===== config.mk =====
export PLATFORM = sky130hd
export DESIGN_NAME = card_reg_unit
export DESIGN_NICKNAME = d
export VERILOG_FILES = /design/src/rtl/card_reg_pkg.sv /design/src/rtl/card_reg_decode.sv /design/src/rtl/card_reg_datapath.sv /design/src/rtl/card_reg_unit.sv
export SDC_FILE = /design/constraint.sdc
export NUM_CORES = 1
export LEC_CHECK = 0
export BUFFER_PORTS_ARGS = -buffer_cell sky130_fd_sc_hd__buf_2
export CORE_MARGIN = 4
export CORE_UTILIZATION = 45
export CTS_BUF_LIST = sky130_fd_sc_hd__clkbuf_4
export DETAILED_ROUTE_END_ITERATION = 16
export PLACE_DENSITY = 0.72
export SLEW_MARGIN = 20
export SYNTH_ARGS = -nofsm -noshare
export SYNTH_HDL_FRONTEND = slang
export SYNTH_SLANG_ARGS = --single-unit

===== constraint.sdc =====
create_clock -name clk -period 3.1 [get_ports clk]
set_input_delay 0.62 -clock clk [delete_from_list [all_inputs] [get_ports clk]]
set_output_delay 0.62 -clock clk [all_outputs]
set_load 0.005 [all_outputs]

===== src/rtl/card_reg_pkg.sv =====
package card_reg_pkg;
  parameter int NUM_IRQ  = 2;
  parameter int ADDR_W   = 12;
  parameter int DATA_W   = 32;
  parameter int STICKY_W = 11;
  parameter int LIVE_W   = 11;
  parameter int STATUS_W = STICKY_W + LIVE_W;
  parameter int ID_LEN   = 8;
  localparam int ID_IDX_W  = $clog2(ID_LEN);
  localparam int MASK_IDX_W = (NUM_IRQ > 1) ? $clog2(NUM_IRQ) : 1;

  localparam logic [ADDR_W-1:0] OFF_POWER = 12'h000;
  localparam logic [ADDR_W-1:0] OFF_CLOCK = 12'h004;
  localparam logic [ADDR_W-1:0] OFF_ARG   = 12'h008;
  localparam logic [ADDR_W-1:0] OFF_CMD   = 12'h00C;
  localparam logic [ADDR_W-1:0] OFF_TIMER = 12'h024;
  localparam logic [ADDR_W-1:0] OFF_LEN   = 12'h028;
  localparam logic [ADDR_W-1:0] OFF_DCTL  = 12'h02C;
  localparam logic [ADDR_W-1:0] OFF_STAT  = 12'h034;
  localparam logic [ADDR_W-1:0] OFF_CLEAR = 12'h038;
  localparam logic [ADDR_W-1:0] OFF_MASK  = 12'h03C;
  localparam logic [ADDR_W-1:0] OFF_IDWIN = 12'hFE0;

  typedef enum logic [3:0] {
    SRC_ZERO, SRC_POWER, SRC_CLOCK, SRC_ARG, SRC_CMD, SRC_TIMER,
    SRC_LEN, SRC_DCTL, SRC_STATUS, SRC_MASK, SRC_ID
  } rdSrc_e;

  typedef struct packed {
    logic                  wrPower;
    logic                  wrClock;
    logic                  wrArg;
    logic                  wrCmd;
    logic                  wrTimer;
    logic                  wrLen;
    logic                  wrDctl;
    logic                  wrClear;
    logic [NUM_IRQ-1:0]    wrMask;
    logic                  rdEn;
    rdSrc_e                rdSrc;
    logic [MASK_IDX_W-1:0] maskIdx;
    logic [ID_IDX_W-1:0]   idIdx;
  } regStrb_t;

  function automatic logic [7:0] idByte(input logic [ID_IDX_W-1:0] idx);
    case (idx)
      3'd0: idByte = 8'h81;
      3'd1: idByte = 8'h11;
      3'd2: idByte = 8'h04;
      3'd3: idByte = 8'h00;
      3'd4: idByte = 8'h0D;
      3'd5: idByte = 8'hF0;
      3'd6: idByte = 8'h05;
      default: idByte = 8'hB1;
    endcase
  endfunction
endpackage


===== src/rtl/card_reg_decode.sv =====
module card_reg_decode
  import card_reg_pkg::*;
(
  input  logic              clk,
  input  logic              rstN,
  input  logic              wrEn,
  input  logic              rdEn,
  input  logic [ADDR_W-1:0] addr,
  output regStrb_t          strb
);
  localparam int WIN_LSB = ID_IDX_W + 2;

  logic idHit;
  logic [NUM_IRQ-1:0] maskHit;

  assign idHit = (addr[ADDR_W-1:WIN_LSB] == OFF_IDWIN[ADDR_W-1:WIN_LSB]);

  genvar gi;
  generate
    for (gi = 0; gi < NUM_IRQ; gi++) begin : g_maskDec
      assign maskHit[gi] = (addr == OFF_MASK + ADDR_W'(4 * gi));
    end
  endgenerate

  always_comb begin
    strb         = '0;
    strb.rdSrc   = SRC_ZERO;
    strb.rdEn    = rdEn;
    strb.idIdx   = addr[WIN_LSB-1:2];
    strb.wrPower = wrEn && (addr == OFF_POWER);
    strb.wrClock = wrEn && (addr == OFF_CLOCK);
    strb.wrArg   = wrEn && (addr == OFF_ARG);
    strb.wrCmd   = wrEn && (addr == OFF_CMD);
    strb.wrTimer = wrEn && (addr == OFF_TIMER);
    strb.wrLen   = wrEn && (addr == OFF_LEN);
    strb.wrDctl  = wrEn && (addr == OFF_DCTL);
    strb.wrClear = wrEn && (addr == OFF_CLEAR);
    strb.wrMask  = wrEn ? maskHit : '0;
    for (int i = 0; i < NUM_IRQ; i++) begin
      if (maskHit[i]) begin
        strb.maskIdx = MASK_IDX_W'(i);
      end
    end
    if (idHit)                  strb.rdSrc = SRC_ID;
    else if (|maskHit)          strb.rdSrc = SRC_MASK;
    else begin
      case (addr)
        OFF_POWER: strb.rdSrc = SRC_POWER;
        OFF_CLOCK: strb.rdSrc = SRC_CLOCK;
        OFF_ARG:   strb.rdSrc = SRC_ARG;
        OFF_CMD:   strb.rdSrc = SRC_CMD;
        OFF_TIMER: strb.rdSrc = SRC_TIMER;
        OFF_LEN:   strb.rdSrc = SRC_LEN;
        OFF_DCTL:  strb.rdSrc = SRC_DCTL;
        OFF_STAT:  strb.rdSrc = SRC_STATUS;
        default:   strb.rdSrc = SRC_ZERO;
      endcase
    end
  end


  write_onehot_chk: assert property (@(posedge clk) disable iff (!rstN)
    $onehot0({strb.wrPower, strb.wrClock, strb.wrArg, strb.wrCmd, strb.wrTimer,
              strb.wrLen, strb.wrDctl, strb.wrClear, strb.wrMask}));


  no_write_without_strobe_chk: assert property (@(posedge clk) disable iff (!rstN)
    !wrEn |-> ({strb.wrPower, strb.wrClock, strb.wrArg, strb.wrCmd, strb.wrTimer,
                strb.wrLen, strb.wrDctl, strb.wrClear, strb.wrMask} == '0));
endmodule


===== src/rtl/card_reg_datapath.sv =====
module card_reg_datapath
  import card_reg_pkg::*;
(
  input  logic                clk,
  input  logic                rstN,
  input  regStrb_t            strb,
  input  logic [DATA_W-1:0]   wrData,
  input  logic [STICKY_W-1:0] setPulse,
  input  logic [LIVE_W-1:0]   fifoFlags,
  output logic [DATA_W-1:0]   rdData,
  output logic [NUM_IRQ-1:0]  irqOut,
  output logic [7:0]          pwrByte,
  output logic [7:0]          clkByte,
  output logic [31:0]         cmdArg,
  output logic [10:0]         cmdWord,
  output logic [31:0]         dataTimer,
  output logic [15:0]         dataLen,
  output logic [7:0]          dataCtl
);
  logic [STICKY_W-1:0] stickyQ;
  logic [STICKY_W-1:0] clearMask;
  logic [STATUS_W-1:0] statusWord;
  logic [DATA_W-1:0]   maskQ [NUM_IRQ];
  logic [DATA_W-1:0]   rdNext;

  assign statusWord = {fifoFlags, stickyQ};
  assign clearMask  = strb.wrClear ? wrData[STICKY_W-1:0] : '0;

  always_ff @(posedge clk) begin
    if (!rstN) begin
      pwrByte   <= '0;
      clkByte   <= '0;
      cmdArg    <= '0;
      cmdWord   <= '0;
      dataTimer <= '0;
      dataLen   <= '0;
      dataCtl   <= '0;
    end else begin
      if (strb.wrPower) pwrByte   <= wrData[7:0];
      if (strb.wrClock) clkByte   <= wrData[7:0];
      if (strb.wrArg)   cmdArg    <= wrData;
      if (strb.wrCmd)   cmdWord   <= wrData[10:0];
      if (strb.wrTimer) dataTimer <= wrData;
      if (strb.wrLen)   dataLen   <= wrData[15:0];
      if (strb.wrDctl)  dataCtl   <= wrData[7:0];
    end
  end

  // Sticky flags: a set pulse overrides a clear of the same bit.
  always_ff @(posedge clk) begin
    if (!rstN) stickyQ <= '0;
    else       stickyQ <= (stickyQ & ~clearMask) | setPulse;
  end

  genvar gi;
  generate
    for (gi = 0; gi < NUM_IRQ; gi++) begin : g_irq
      always_ff @(posedge clk) begin
        if (!rstN)                maskQ[gi] <= '0;
        else if (strb.wrMask[gi]) maskQ[gi] <= wrData;
      end
      assign irqOut[gi] = |(DATA_W'(statusWord) & maskQ[gi]);


      irq_masked_off_chk: assert property (@(posedge clk) disable iff (!rstN)
        (maskQ[gi] == '0) |-> !irqOut[gi]);

      irq_follows_sticky_chk: assert property (@(posedge clk) disable iff (!rstN)
        ((|($past(setPulse) & maskQ[gi][STICKY_W-1:0])) && $stable(maskQ[gi])) |-> irqOut[gi]);
    end
  endgenerate

  always_comb begin
    case (strb.rdSrc)
      SRC_POWER:  rdNext = DATA_W'(pwrByte);
      SRC_CLOCK:  rdNext = DATA_W'(clkByte);
      SRC_ARG:    rdNext = cmdArg;
      SRC_CMD:    rdNext = DATA_W'(cmdWord);
      SRC_TIMER:  rdNext = dataTimer;
      SRC_LEN:    rdNext = DATA_W'(dataLen);
      SRC_DCTL:   rdNext = DATA_W'(dataCtl);
      SRC_STATUS: rdNext = DATA_W'(statusWord);
      SRC_MASK:   rdNext = maskQ[strb.maskIdx];
      SRC_ID:     rdNext = DATA_W'(idByte(strb.idIdx));
      default:    rdNext = '0;
    endcase
  end

  always_ff @(posedge clk) begin
    if (!rstN)          rdData <= '0;
    else if (strb.rdEn) rdData <= rdNext;
  end


  set_wins_chk: assert property (@(posedge clk) disable iff (!rstN)
    (|setPulse) |=> ((stickyQ & $past(setPulse)) == $past(setPulse)));


  sticky_hold_chk: assert property (@(posedge clk) disable iff (!rstN)
    !strb.wrClear |=> ((stickyQ & $past(stickyQ)) == $past(stickyQ)));


  clear_takes_chk: assert property (@(posedge clk) disable iff (!rstN)
    (strb.wrClear && ((setPulse & wrData[STICKY_W-1:0]) == '0))
      |=> ((stickyQ & $past(wrData[STICKY_W-1:0])) == '0));


  power_byte_chk: assert property (@(posedge clk) disable iff (!rstN)
    strb.wrPower |=> (pwrByte == $past(wrData[7:0])));


  rd_hold_chk: assert property (@(posedge clk) disable iff (!rstN)
    !strb.rdEn |=> $stable(rdData));
endmodule


===== src/rtl/card_reg_unit.sv =====
module card_reg_unit
  import card_reg_pkg::*;
(
  input  logic                clk,
  input  logic                rstN,
  input  logic                wrEn,
  input  logic                rdEn,
  input  logic [ADDR_W-1:0]   addr,
  input  logic [DATA_W-1:0]   wrData,
  output logic [DATA_W-1:0]   rdData,
  input  logic [STICKY_W-1:0] setPulse,
  input  logic [LIVE_W-1:0]   fifoFlags,
  output logic [NUM_IRQ-1:0]  irqOut,
  output logic [7:0]          pwrByte,
  output logic [7:0]          clkByte,
  output logic [31:0]         cmdArg,
  output logic [10:0]         cmdWord,
  output logic [31:0]         dataTimer,
  output logic [15:0]         dataLen,
  output logic [7:0]          dataCtl
);
  regStrb_t strb;

  card_reg_decode i_decode (
    .clk  (clk),
    .rstN (rstN),
    .wrEn (wrEn),
    .rdEn (rdEn),
    .addr (addr),
    .strb (strb)
  );

  card_reg_datapath i_datapath (
    .clk       (clk),
    .rstN      (rstN),
    .strb      (strb),
    .wrData    (wrData),
    .setPulse  (setPulse),
    .fifoFlags (fifoFlags),
    .rdData    (rdData),
    .irqOut    (irqOut),
    .pwrByte   (pwrByte),
    .clkByte   (clkByte),
    .cmdArg    (cmdArg),
    .cmdWord   (cmdWord),
    .dataTimer (dataTimer),
    .dataLen   (dataLen),
    .dataCtl   (dataCtl)
  );
endmodule


After elaboration in Yosys (flattened, before gate mapping)
Memory sizes are Yosys's and may differ from the RTL's.
Index checks and enable logic that the tools add are counted.
Widths: inputs -> output; s select.
{"block": "word_totals", "reg_bits": 158, "mem_bits_rw": 64, "input_bits": 70, "out_inout_bits": 149, "word_cells": 74, "n_memories": 1}
{"block": "op_classes", "eq_ne": 27, "n_mux": 17, "bitwise_logic": 7, "reduce_logical": 13}
{"memory": "i_datapath.maskQ", "words": 2, "width": 32, "read_ports": 3, "rd_ports_with_merged_regs": 0, "wr": 2, "line_no": "card_reg_datapath.sv:23", "rtl": "logic [DATA_W-1:0] maskQ [NUM_IRQ];"}
{"cell": "$pmux 32 s10", "count": 1}
{"cell": "$eq 12x6->1 const B", "count": 6}
{"cell": "$and 22x32->32", "count": 2}
{"cell": "$mux 32", "count": 2}
{"cell": "$reduce_or 32->1", "count": 2}
{"cell": "$pmux 8 s7", "count": 1}
{"cell": "$pmux 4 s8", "count": 1}
{"cell": "$eq 12x4->1 const B", "count": 2}
{"cell": "$eq 4x3->1 const B", "count": 4}
{"cell": "$eq 12x3->1 const B", "count": 1}
{"cell": "$eq 12x7->1 const B", "count": 1}
{"cell": "$eq 4x4->1 const B", "count": 3}
{"cell": "$logic_not 12->1", "count": 1}
{"cell": "$and 11x11->11", "count": 1}
{"cell": "$mux 11", "count": 1}
{"cell": "$not 11->11", "count": 1}
{"cell": "$or 11x11->11", "count": 1}
{"cell": "$eq 3x3->1 const B", "count": 3}
{"cell": "$eq 4x2->1 const B", "count": 2}
{"cell": "$logic_and 1x1->1", "count": 8}
{"cell": "$mux 1", "count": 8}
{"cell": "$mux 4", "count": 2}
{"cell": "$eq 7x7->1 const B", "count": 1}
{"cell": "$eq 3x2->1 const B", "count": 2}
{"cell": "other kinds (6)", "count": 7}

Depth between registers and ports, before layout
{"block": "depth", "ltp_word": 6, "ltp_mapped": 9, "depth_no_buf": 5}

By module
A second synthesis with hierarchy kept.
{"block": "hier_totals", "cells_unflattened": 1005, "hier_area_um2": 10647.7}
{"module": "card_reg_datapath", "n_inst": 1, "cells_per_inst": 956, "area_each_um2": 10306.1, "seq_area_each_um2": 5084.9}
{"module": "card_reg_decode", "n_inst": 1, "cells_per_inst": 49, "area_each_um2": 341.6, "seq_area_each_um2": 0.0}

Least setup slack after synthesis
OpenSTA, ideal clock, no wires.
{"block": "synth_timing", "kind": "input-to-reg", "startpoint": "in addr[3]", "endpoint": "mem i_datapath.maskQ[1][0], enable pin", "setup_ns": 0.389, "arrival_ns": 2.505, "required_ns": 2.711, "slack_ns": 0.205, "cell_stages": 7, "n_path_buf": 3, "cell_sequence": "buf_2 > nor4_2 > and3_1 > buf_2 > buf_4 > nand2_1 > nand2_1"}
{"item": "start: declaration", "line_no": "card_reg_unit.sv:8", "rtl": "input logic [ADDR_W-1:0] addr,"}
{"item": "end: declaration", "line_no": "card_reg_datapath.sv:23"}

==> flow_summary.json <==
{
  "status": "completed",
  "synth_ff_type": "dfxtp_1",
  "wl_per_cell_um": 21.62,
  "worstPathArrival_ns": 2.19,
  "syn_inst": 1084,
  "cts_tree": "built",
  "routed_via_density": 5.776,
  "timing.rr.start": "i_datapath.cmdWord[3]",
  "initial_core_util_pct": 45.56,
  "drt_iter0_drc": 1068,
  "pin_count": 219,
  "p_total_uw": 6102,
  "yosysWarningCount": 0,
  "synthesis.nets": 1154,
  "r2r_end": "i_datapath.rdData[3]",
  "grt_pass1_wl_mm": 54.54,
  "cts_resized": 0,
  "routed_wl_mm": 35.68,
  "fin_area_um2": 12520,
  "grt_pass1_vias": 9363,
  "die_h_um": 159.2,
  "fill_cells": 2066,
  "regArea_um2": 5085,
  "max_freq_ghz": 0.3552,
  "layout_common_cells": "251 x nand2_1, 218 x buf_2, 158 x dfxtp_1",
  "hold_path_class": "in -> reg",
  "dr.pass1.iters": 5,
  "slew_headroom_pct": 59.71,
  "synth_edf_count": 64,
  "powerDensity_nw_per_um2": 487.3,
  "synth_top_area_share_pct": 30.76,
  "slew_viol_final": 0,
  "worstPathRequired_ns": 2.48,
  "hpwl_mm": 25.43,
  "drive_gt1_share_pct": 28.52,
  "grt_max_degree": 133,
  "synth_area_leader_cell": "dfxtp_1",
  "coreArea_um2": 22570,
  "power_leakage_uw": 0.004966,
  "clock-root-buffer": "clkbuf_4",
  "fin_crit_sh_pct": 90.80,
  "clock-sinks": 222,
  "hold_violations": 0,
  "synth_seq_cells": 222,
  "yosysSeqAreaShare_pct": 49.45,
  "async_reset_ff_share_pct": 0,
  "clk_latency_ns": 0.70,
  "crit_end": "irqOut[1]",
  "rsz0062_at_grt": "no",
  "drc_errors": 0,
  "worstMarginPinSlew_ns": 0.6043,
  "rows": 55,
  "synth_area_um2": 10280,
  "post_cts_buffers": 0,
  "area_delta_synth_final_pct": 21.78,
  "final_nets": 1386,
  "portBuffers": 218,
  "end_kind": "primary output",
  "timing.setup.tns_ns": 0,
  "die_area_um2": 25340,
  "cts_hold_buf": 0,
  "cp_max_fo": 2,
  "worstSetupStartpointType": "flip-flop",
  "die_w_um": 159.2,
  "rr_worst_depth": 4,
  "stdcell_count": 1650,
  "skew_ns": 0.02806,
  "clkTransAtPathRegs_ns": 0.07,
  "peakVddDrop_mv": 0.2712,
  "globalplace.congestion": 0.9303,
  "setup.worst_path.start": "i_datapath.maskQ[1][6]",
  "period_needed_ns": 2.815,
  "synth.top_cells.by_area": "dfxtp_1 31%, edfxtp_1 19%, nand2_1 9.2%",
  "final_common_cell": "nand2_1",
  "postPlaceCellArea_um2": 11740,
  "ant_nets": 0,
  "htreeDepth": 2,
  "antenna_found_initial": 1,
  "dpl.cell_count": 1541,
  "overflow": 0,
  "setup_viol_count_final": 0,
  "route.vias.total": 9530,
  "cts_made_buffers": 58,
  "multi_input_area_um2": 4827,
  "worstSetupPathType": "reg -> out",
  "clockBufferDepth": 3,
  "grt.total_usage_pct": 27.07,
  "drv_cap": 0,
  "ff2ff_setup_slack_ns": 1.70,
  "avgSynthCellArea_um2": 9.487,
  "ys_types": 62
}
## flip-flops by register name (all words and copies together), names as in the netlist
register	cells
i_datapath.maskQ	64
i_datapath.cmdWord	11
i_datapath.dataLen	16
i_datapath.cmdArg	32
i_datapath.pwrByte	8
i_datapath.stickyQ	11
i_datapath.rdData	32
i_datapath.dataCtl	8
i_datapath.clkByte	8
i_datapath.dataTimer	32
## synth_stat cells (8+ instances only)
master and instances:
a21boi_0 69, a21boi_1 38, a21oi_1 26, a221oi_1 10, a22o_1 16, a22oi_1 28, a311oi_1 9, a32oi_1 11
and2_1 72, and3_1 11, buf_2 29, clkbuf_1 48, dfxtp_1 158, edfxtp_1 64, mux2i_1 35, nand2_1 251
nand3_1 44, nor2_1 23, nor2b_1 23, o21ai_0 10, o2bb2ai_1 8
## power breakdown
group          switching (uW)  leakage (uW)  internal [uW]
Clock                    1240      0.000466           1420
Combinational             231       0.00262            133
Sequential               44.9       0.00188           3040
Total                    1510       0.00497           4590
## final cells by class
type,instances,area share [%]
flip-flops and latches,222,40.60
multi-input cells,773,38.55
repair buffers,260,11.73
clock buffers,91,5.455
well taps,285,2.847
clock inverters,17,0.7693
inverters,1,0.02997
diodes,1,0.01998
## kinds of logic (layout without fill, tap and decap cells)
kind of cell,after synthesis,in the layout,synth area share (%)
AND/OR/NAND/NOR,462,462,22.36
AO/OA/AOI/OAI,265,265,19.25
flip-flops,222,222,49.45
buffers and inverters,89,369,3.893
multiplexers,46,46,5.049
other,0,1,0
## critical path, stage by stage (launching register included)
cell	delay (ns)
edfxtp_1	0.44
a22o_1	0.24
a221oi_1	0.27
nand3_1	0.11
nor2_1	0.11
nand4_1	0.15
buf_2	0.17
## per-stage QoR
| step | utilization (%) | setup slack (ns) | hold WS, ns |
|---|---|---|---|
| 3_5_place_dp | 52.02 | 0.3956 | 0.4422 |
| 4_1_cts | 55.47 | 0.2389 | 0.1108 |
| 5_1_grt | 55.48 | 0.1429 | 0.1430 |
| 2_1_floorplan | - | 0.2053 | 0.4418 |
| 3_3_place_gp | 52.02 | 0.4901 | 0.4415 |
| 6_report | 55.48 | 0.2851 | 0.1603 |
## worst min path at each step
stage                                from                     to  slack (ns)  cells past startpoint
global route                  setPulse[0]  i_datapath.stickyQ[0]        0.14                      3
global placement     i_datapath.rdData[6]   i_datapath.rdData[6]        0.44                      2
CTS                           setPulse[8]  i_datapath.stickyQ[8]        0.11                      3
detailed placement   i_datapath.rdData[6]   i_datapath.rdData[6]        0.44                      2
floorplan           i_datapath.rdData[15]  i_datapath.rdData[15]        0.44                      2
finish                        setPulse[8]  i_datapath.stickyQ[8]        0.16                      3
## per-layer routing
| metal | GRT usage, % | wire (um) | vias up |
|---|---|---|---|
| met1 | 35.35 | 14890 | 4568 |
| met3 | 5.048 | 2836 | 73 |
| met4 | 9.704 | 1009 | 0 |
| met5 | 0 | 0 | - |
| li1 | - | - | 4387 |
| met2 | 45.16 | 16950 | 502 |
Power figures use the tool's default switching activity.
